==> config.mk <==
export PLATFORM = sky130hd
export DESIGN_NAME = prio_irq_ctrl
export DESIGN_NICKNAME = d
export VERILOG_FILES = /design/src/rtl/vic_pkg.sv /design/src/rtl/vic_sync.sv /design/src/rtl/vic_penc.sv /design/src/rtl/vic_stack.sv /design/src/rtl/prio_irq_ctrl.sv
export SDC_FILE = /design/constraint.sdc
export NUM_CORES = 1
export LEC_CHECK = 0
export ABC_AREA = 1
export BUFFER_PORTS_ARGS = -buffer_cell sky130_fd_sc_hd__buf_4
export CAP_MARGIN = 40
export CORE_ASPECT_RATIO = 1.1
export CORE_MARGIN = 2
export CORE_UTILIZATION = 35
export DETAILED_ROUTE_END_ITERATION = 8
export GPL_TIMING_DRIVEN = 0
export PLACE_DENSITY = 0.57
export REMOVE_ABC_BUFFERS = 1
export SKIP_LAST_GASP = 1
export SLEW_MARGIN = 20
export SYNTH_ARGS = -nofsm -noshare
export SYNTH_HDL_FRONTEND = slang
export SYNTH_HIERARCHICAL = 1
export SYNTH_SLANG_ARGS = --single-unit
==> constraint.sdc <==
create_clock -name clk_i -period 8.3 [get_ports clk_i]
set_input_delay 0.83 -clock clk_i [delete_from_list [all_inputs] [get_ports clk_i]]
set_output_delay 0.83 -clock clk_i [all_outputs]
set_load 0.05 [all_outputs]
==> src/rtl/vic_pkg.sv <==
package vic_pkg;

    localparam int PRIO_W = 3;

    localparam logic [4:0] ADR_ENABLE = 5'd0;
    localparam logic [4:0] ADR_CUR    = 5'd1;
    localparam logic [4:0] ADR_EOI    = 5'd2;
    localparam logic [4:0] ADR_FCFG   = 5'd3;
    localparam logic [4:0] ADR_FCLR   = 5'd4;
    localparam logic [4:0] ADR_PEND   = 5'd5;
    localparam logic [1:0] ADR_CFG_HI = 2'b01;

    typedef struct packed {
        logic              pol_n;
        logic              edge_m;
        logic [PRIO_W-1:0] prio;
    } src_cfg_t;

endpackage

==> src/rtl/vic_sync.sv <==
module vic_sync #(
    parameter int W = 2
) (
    input  logic         clk_i,
    input  logic         rst_ni,
    input  logic [W-1:0] pin_i,
    output logic [W-1:0] lvl_o,
    output logic [W-1:0] rise_o,
    output logic [W-1:0] fall_o
);

    typedef struct packed {
        logic [W-1:0] s1;
        logic [W-1:0] s2;
        logic [W-1:0] s3;
    } sync_t;

    sync_t sync_d, sync_q;

    always_comb begin
        sync_d    = sync_q;
        sync_d.s1 = pin_i;
        sync_d.s2 = sync_q.s1;
        sync_d.s3 = sync_q.s2;
    end

    always_ff @(posedge clk_i or negedge rst_ni) begin
        if (!rst_ni) sync_q <= '0;
        else         sync_q <= sync_d;
    end

    assign lvl_o  = sync_q.s2;
    assign rise_o = sync_q.s2 & ~sync_q.s3;
    assign fall_o = ~sync_q.s2 & sync_q.s3;

endmodule

==> src/rtl/vic_penc.sv <==
module vic_penc #(
    parameter int N  = 7,
    parameter int PW = 3,
    localparam int IW = (N > 1) ? $clog2(N) : 1
) (
    input  logic [N-1:0]         req_i,
    input  logic [N-1:0][PW-1:0] prio_i,
    output logic                 valid_o,
    output logic [IW-1:0]        idx_o,
    output logic [PW-1:0]        prio_o
);

    always_comb begin
        valid_o = 1'b0;
        idx_o   = '0;
        prio_o  = '0;
        for (int s = 0; s < N; s++) begin
            if (req_i[s] && (!valid_o || prio_i[s] > prio_o)) begin
                valid_o = 1'b1;
                idx_o   = IW'(s);
                prio_o  = prio_i[s];
            end
        end
    end

endmodule

==> src/rtl/vic_stack.sv <==
module vic_stack #(
    parameter int DEPTH = 8,
    parameter int W     = 3,
    localparam int CW   = $clog2(DEPTH + 1),
    localparam int PW   = (DEPTH > 1) ? $clog2(DEPTH) : 1
) (
    input  logic          clk_i,
    input  logic          rst_ni,
    input  logic          push_i,
    input  logic          pop_i,
    input  logic [W-1:0]  din_i,
    output logic [W-1:0]  top_o,
    output logic [CW-1:0] cnt_o,
    output logic          empty_o
);

    typedef struct packed {
        logic [DEPTH-1:0][W-1:0] ent;
        logic [CW-1:0]           cnt;
    } stk_t;

    stk_t stk_d, stk_q;

    always_comb begin
        stk_d = stk_q;
        if (push_i) begin
            if (stk_q.cnt < CW'(DEPTH)) begin
                stk_d.ent[PW'(stk_q.cnt)] = din_i;
                stk_d.cnt                 = stk_q.cnt + CW'(1);
            end
        end else if (pop_i) begin
            if (stk_q.cnt != '0) stk_d.cnt = stk_q.cnt - CW'(1);
        end
    end

    always_ff @(posedge clk_i or negedge rst_ni) begin
        if (!rst_ni) stk_q <= '0;
        else         stk_q <= stk_d;
    end

    assign empty_o = (stk_q.cnt == '0);
    assign cnt_o   = stk_q.cnt;
    assign top_o   = empty_o ? '0 : stk_q.ent[PW'(stk_q.cnt - CW'(1))];

endmodule

==> src/rtl/prio_irq_ctrl.sv <==
module prio_irq_ctrl
    import vic_pkg::*;
#(
    parameter int NUM_INT   = 6,
    parameter int STK_DEPTH = 8
) (
    input  logic               clk_i,
    input  logic               rst_ni,
    input  logic               fiq_pin_i,
    input  logic               irq_pin_i,
    input  logic [NUM_INT-1:0] periph_irq_i,
    input  logic               bus_wr_i,
    input  logic               bus_rd_i,
    input  logic [4:0]         bus_addr_i,
    input  logic [31:0]        bus_wdata_i,
    output logic [31:0]        bus_rdata_o,
    output logic               fiq_o,
    output logic               irq_o
);

    localparam int N  = NUM_INT + 1;
    localparam int IW = (N > 1) ? $clog2(N) : 1;
    localparam int CW = $clog2(STK_DEPTH + 1);

    typedef struct packed {
        logic [N-1:0]       en;
        src_cfg_t [N-1:0]   cfg;
        src_cfg_t           fcfg;
        logic [N-1:0]       lat;
        logic               flat;
        logic [NUM_INT-1:0] prev;
        logic [31:0]        rdata;
    } ctl_t;

    ctl_t q, d;

    // external pins: bit 0 fast, bit 1 normal source 0
    logic [1:0] sync_lvl, sync_rise, sync_fall;

    vic_sync #(.W(2)) u_sync (
        .clk_i  (clk_i),
        .rst_ni (rst_ni),
        .pin_i  ({irq_pin_i, fiq_pin_i}),
        .lvl_o  (sync_lvl),
        .rise_o (sync_rise),
        .fall_o (sync_fall)
    );

    logic fast_lvl;
    assign fast_lvl = sync_lvl[0];

    // per-source activity
    logic [N-1:0]                 lvl_act, edge_hit, pending;
    logic [N-1:0][PRIO_W-1:0]     prio_vec;

    always_comb begin
        lvl_act[0]  = sync_lvl[1] ^ q.cfg[0].pol_n;
        edge_hit[0] = q.cfg[0].pol_n ? sync_fall[1] : sync_rise[1];
        for (int i = 0; i < NUM_INT; i++) begin
            lvl_act[i+1]  = periph_irq_i[i];
            edge_hit[i+1] = periph_irq_i[i] & ~q.prev[i];
        end
        for (int s = 0; s < N; s++) begin
            pending[s]  = q.cfg[s].edge_m ? q.lat[s] : lvl_act[s];
            prio_vec[s] = q.cfg[s].prio;
        end
    end

    logic              sel_valid;
    logic [IW-1:0]     sel_idx;
    logic [PRIO_W-1:0] sel_prio;

    vic_penc #(.N(N), .PW(PRIO_W)) u_penc (
        .req_i   (pending & q.en),
        .prio_i  (prio_vec),
        .valid_o (sel_valid),
        .idx_o   (sel_idx),
        .prio_o  (sel_prio)
    );

    logic              stk_empty;
    logic [PRIO_W-1:0] stk_top;
    logic [CW-1:0]     stk_cnt;
    logic              eligible, ack, eoi;

    assign eligible = sel_valid && (stk_empty || sel_prio > stk_top);
    assign ack      = bus_rd_i && (bus_addr_i == ADR_CUR) && eligible;
    assign eoi      = bus_wr_i && (bus_addr_i == ADR_EOI);

    vic_stack #(.DEPTH(STK_DEPTH), .W(PRIO_W)) u_stack (
        .clk_i   (clk_i),
        .rst_ni  (rst_ni),
        .push_i  (ack),
        .pop_i   (eoi),
        .din_i   (sel_prio),
        .top_o   (stk_top),
        .cnt_o   (stk_cnt),
        .empty_o (stk_empty)
    );

    // fast path
    logic fast_hit, fast_act;
    assign fast_act = fast_lvl ^ q.fcfg.pol_n;
    assign fast_hit = q.fcfg.pol_n ? sync_fall[0] : sync_rise[0];

    logic       cfg_hit;
    logic [2:0] cfg_idx;
    assign cfg_hit = (bus_addr_i[4:3] == ADR_CFG_HI);
    assign cfg_idx = bus_addr_i[2:0];

    always_comb begin
        d      = q;
        d.prev = periph_irq_i;
        for (int s = 0; s < N; s++) begin
            d.lat[s] = (edge_hit[s] && q.cfg[s].edge_m)
                     || (q.lat[s] && !(ack && sel_idx == IW'(s)));
        end
        d.flat = (fast_hit && q.fcfg.edge_m)
               || (q.flat && !(bus_wr_i && bus_addr_i == ADR_FCLR));
        if (bus_wr_i) begin
            if (bus_addr_i == ADR_ENABLE) d.en   = bus_wdata_i[N-1:0];
            if (bus_addr_i == ADR_FCFG)   d.fcfg = src_cfg_t'(bus_wdata_i[4:0]);
            for (int s = 0; s < N; s++) begin
                if (cfg_hit && int'(cfg_idx) == s) d.cfg[s] = src_cfg_t'(bus_wdata_i[4:0]);
            end
        end
        if (bus_rd_i) begin
            d.rdata = '0;
            if (bus_addr_i == ADR_ENABLE) d.rdata[N-1:0] = q.en;
            if (bus_addr_i == ADR_CUR && eligible)
                d.rdata = {1'b1, 20'd0, sel_prio, 8'(sel_idx)};
            if (bus_addr_i == ADR_FCFG) d.rdata[4:0] = q.fcfg;
            if (bus_addr_i == ADR_PEND) d.rdata[N-1:0] = pending;
            for (int s = 0; s < N; s++) begin
                if (cfg_hit && int'(cfg_idx) == s) d.rdata[4:0] = q.cfg[s];
            end
        end
    end

    always_ff @(posedge clk_i or negedge rst_ni) begin
        if (!rst_ni) q <= '0;
        else         q <= d;
    end

    logic [N-1:0] en_vec;
    assign en_vec      = q.en;
    assign bus_rdata_o = q.rdata;
    assign irq_o       = eligible;
    assign fiq_o       = q.fcfg.edge_m ? q.flat : fast_act;

    logic unused_wdata;
    assign unused_wdata = ^bus_wdata_i[31:N];

endmodule

==> metrics.md <==
| Metric | Value |
|---|---|
| CP max stage delay | 0.39 ns |
| Core area | 0.0175 mm2 |
| Area Growth Syn to Fin | 34.7% |
| Total negative slack | -11.83 ns |
| Largest net degree at the start of global routing | 63 |
| Crit-path slowest cell | dfrtp_1 |
| Row Count | between 50 and 60 |
| Synthesized area per cell | roughly 7.5 um2 |
| RSZ-0062 raised after global routing | yes |
| Remaining routing DRC violations | 0 |
| FMAX | 113 MHz |
| Status | finished with violations |
| Startpoint Class | register |
| Tcrit/Tclk final | 107% |
| HPWL Detailed | between 10 and 15 mm |
| Drt initial violations | 409 |
| IO Pins | 83 |
| Placer Congestion | just under 0.9 |
| First-pass GRT wire length | 28.2 mm |
| CTS tree | built |
| Hold crit path type | reg -> reg |
| # diodes | 0 |
| Sw Pwr | approximately 1.2 mW |
| Setup Viol. Count Final | between 40 and 50 |
| Clk slew on worst S/H paths | 0.08 ns |
| Post-CTS Hold Fix Bufs | 0 |
| Synthesized instance count | 828 |
| # clock sinks | roughly 110 |
| Synth Warn # | 6 |
| Hold path cells | 0 |
| Port Buffers | 36 |
| Initial DRT Pass Iterations | 7 |
| Clk Tree Root Cell | clkbuf_16 |
| Vias/cell | 4.87 |
| Skew final | 0.0111 ns |
| Vias in the first global route | approximately 5400 |
| Sw Ratio | 44.5% |
| Initial antenna violation count | 0 |
| Sequential share of power | 25.8% |
| Critical path's top delay family | simple AND/OR/NAND/NOR gates |
| CTS H-Tree Depth | 3 |
| Rel. slew slack | just under 50% |
| Drt wl/cell | 15.5 um |
| Final worst path period need | 8.85 ns |
| Die Wd | 131 um |
| Fin cells | 1177 |
| GRT overflow | 0 |
| Clock buffer count from CTS | 9 |
| Critical Path RT | roughly 7.5 ns |
| CP endpoint kind | output pin |
| CP Data Arrival Time | 8.02 ns |
| Hold EP | u_sync/lvl_o[1] |
| Max_cap viols | 0 |
| Clock Latency Late Sink | between 0.3 and 0.4 ns |
| Nets@finish | 1006 |
| FILL cells | 1710 |
| Maximum VDD drop | 0.135 mV |
| Pre-CTS WS | -1.42 ns |
| Internal power | 1.50 mW |
| Number of placed instances, taps included | 1081 |
| R2R Path Start | u_sync/lvl_o[1] |
| Die Ht | about 140 um |
| CP Max Fanout | 7 |
| Cell Pwr Density | ~320 mW/mm2 |
| Routed Antenna Nets | 0 |
| Die Area | 0.0189 mm2 |
| Worst Tran Pin Value | 0.778 ns |
| Routed vias | 5737 |
| CP bufs+invs | 7 |
| Most Frequent Cell on Critical Path | nand2_2 |
| Cell Area, Synth | between 0.006 and 0.007 mm2 |
| CP Depth | 64 |
| Worst setup margin | -0.551 ns |
| Crit. Startpoint | u_sync/lvl_o[1] |
| Clock Path Buffers | 2 |
| Total track usage | between 10% and 20% |
| Violated checks | negative setup slack |
| Initial core utilization | a little over a third |
| Reg2reg end | u_stack/stk_q[24] |
| Leakage | 4.07 nW |
| Final hold vios | 0 |
| Reg2reg setup slack | -0.40 ns |
| R2R depth | 71 |
| Drt total wl | 18.2 mm |
| Fraction of layout cells with a size suffix above 1 | 32.8% |
| Combinational share of power | 57.8% |
| WS Path Type | reg -> out |
| Final Max Tran Viols | 0 |
| Clk network pwr share | ~16% |
| Hold Startpoint | u_sync/sync_d[3] |
==> layer usage <==
layer / routed length (um) / track usage, % / vias up
li1: - / - / 2816
met1: 7700 / 23.2 / 2759
met2: 9390 / 34.5 / 124
met3: 593 / 2.72 / 38
met4: 510 / 7.78 / 0
met5: 0 / 0 / -
==> power groups by stage <==
stage | Sequential, mW | Clock [mW] | Combinational [mW]
finish | 0.696 | 0.444 | 1.56
global route | 0.707 | 0.477 | 1.70
CTS | 0.685 | 0.458 | 1.32
detailed placement | 0.688 | 0 | 0.898
global placement | 0.688 | 0 | 0.884
floorplan | 0.675 | 0 | 0.650
==> what timing repair did <==
| action | 4_1_cts | 5_1_grt |
|---|---|---|
| buffers inserted | 62 | 24 |
| pin swaps | 59 | 89 |
| resized for setup | 103 | 122 |
| endpoints found under the setup margin | 43 | 43 |
==> how the worst max path moves through the flow <==
stage | endpoint | slack, ns
finish | irq_o | -0.55
global route | irq_o | -1.01
CTS | irq_o | -0.47
detailed placement | u_stack/stk_q[17] | -1.42
global placement | u_stack/stk_q[16] | -1.33
floorplan | irq_o | -0.02
==> layout by cell type, fill, tap and decap left out, drive strengths merged <==
cell    count
and2        6
clkinv      5
nor4        1
o21ai      97
mux2i       2
conb       21
xnor2       3
or2         6
o31ai       4
ha         23
or3         2
o41ai       1
buf       117
o211ai      1
nand4      10
clkbuf      9
inv       117
dfrtp     106
nor3        3
nand2     262
nor2       49
xor2        4
a21oi      24
a22o        2
nand3      63
o22ai       1
==> sequential cells by signal, indices dropped and copies added (netlist names) <==
signal         flops
q                 33
u_stack/stk_q     24
prio_vec          21
bus_rdata_o       11
en_vec             7
u_stack/cnt_o      4
u_sync/lvl_o       2
u_sync/sync_d      2
u_sync/sync_q      2
==> per-stage QoR <==
stage	area (um2)	hold WS, ns	power [mW]	util (%)
finish	8380	0.352	2.70	47.8
global placement	6560	0.332	1.57	37.4
floorplan	5990	0.331	1.33	-
global route	8380	0.361	2.88	47.8
CTS	7720	0.355	2.46	44.0
detailed placement	6590	0.336	1.59	37.5
==> area by class of cell <==
class / instances / area (um2) / share of cell area, %
multi-input cells: 585 / 3720 / 44.4
flip-flops and latches: 106 / 2650 / 31.6
repair buffers: 117 / 966 / 11.5
inverters: 115 / 437 / 5.21
well taps: 238 / 298 / 3.55
clock buffers: 9 / 225 / 2.69
clock inverters: 7 / 81.3 / 0.970
Power figures use the tool's default switching activity.
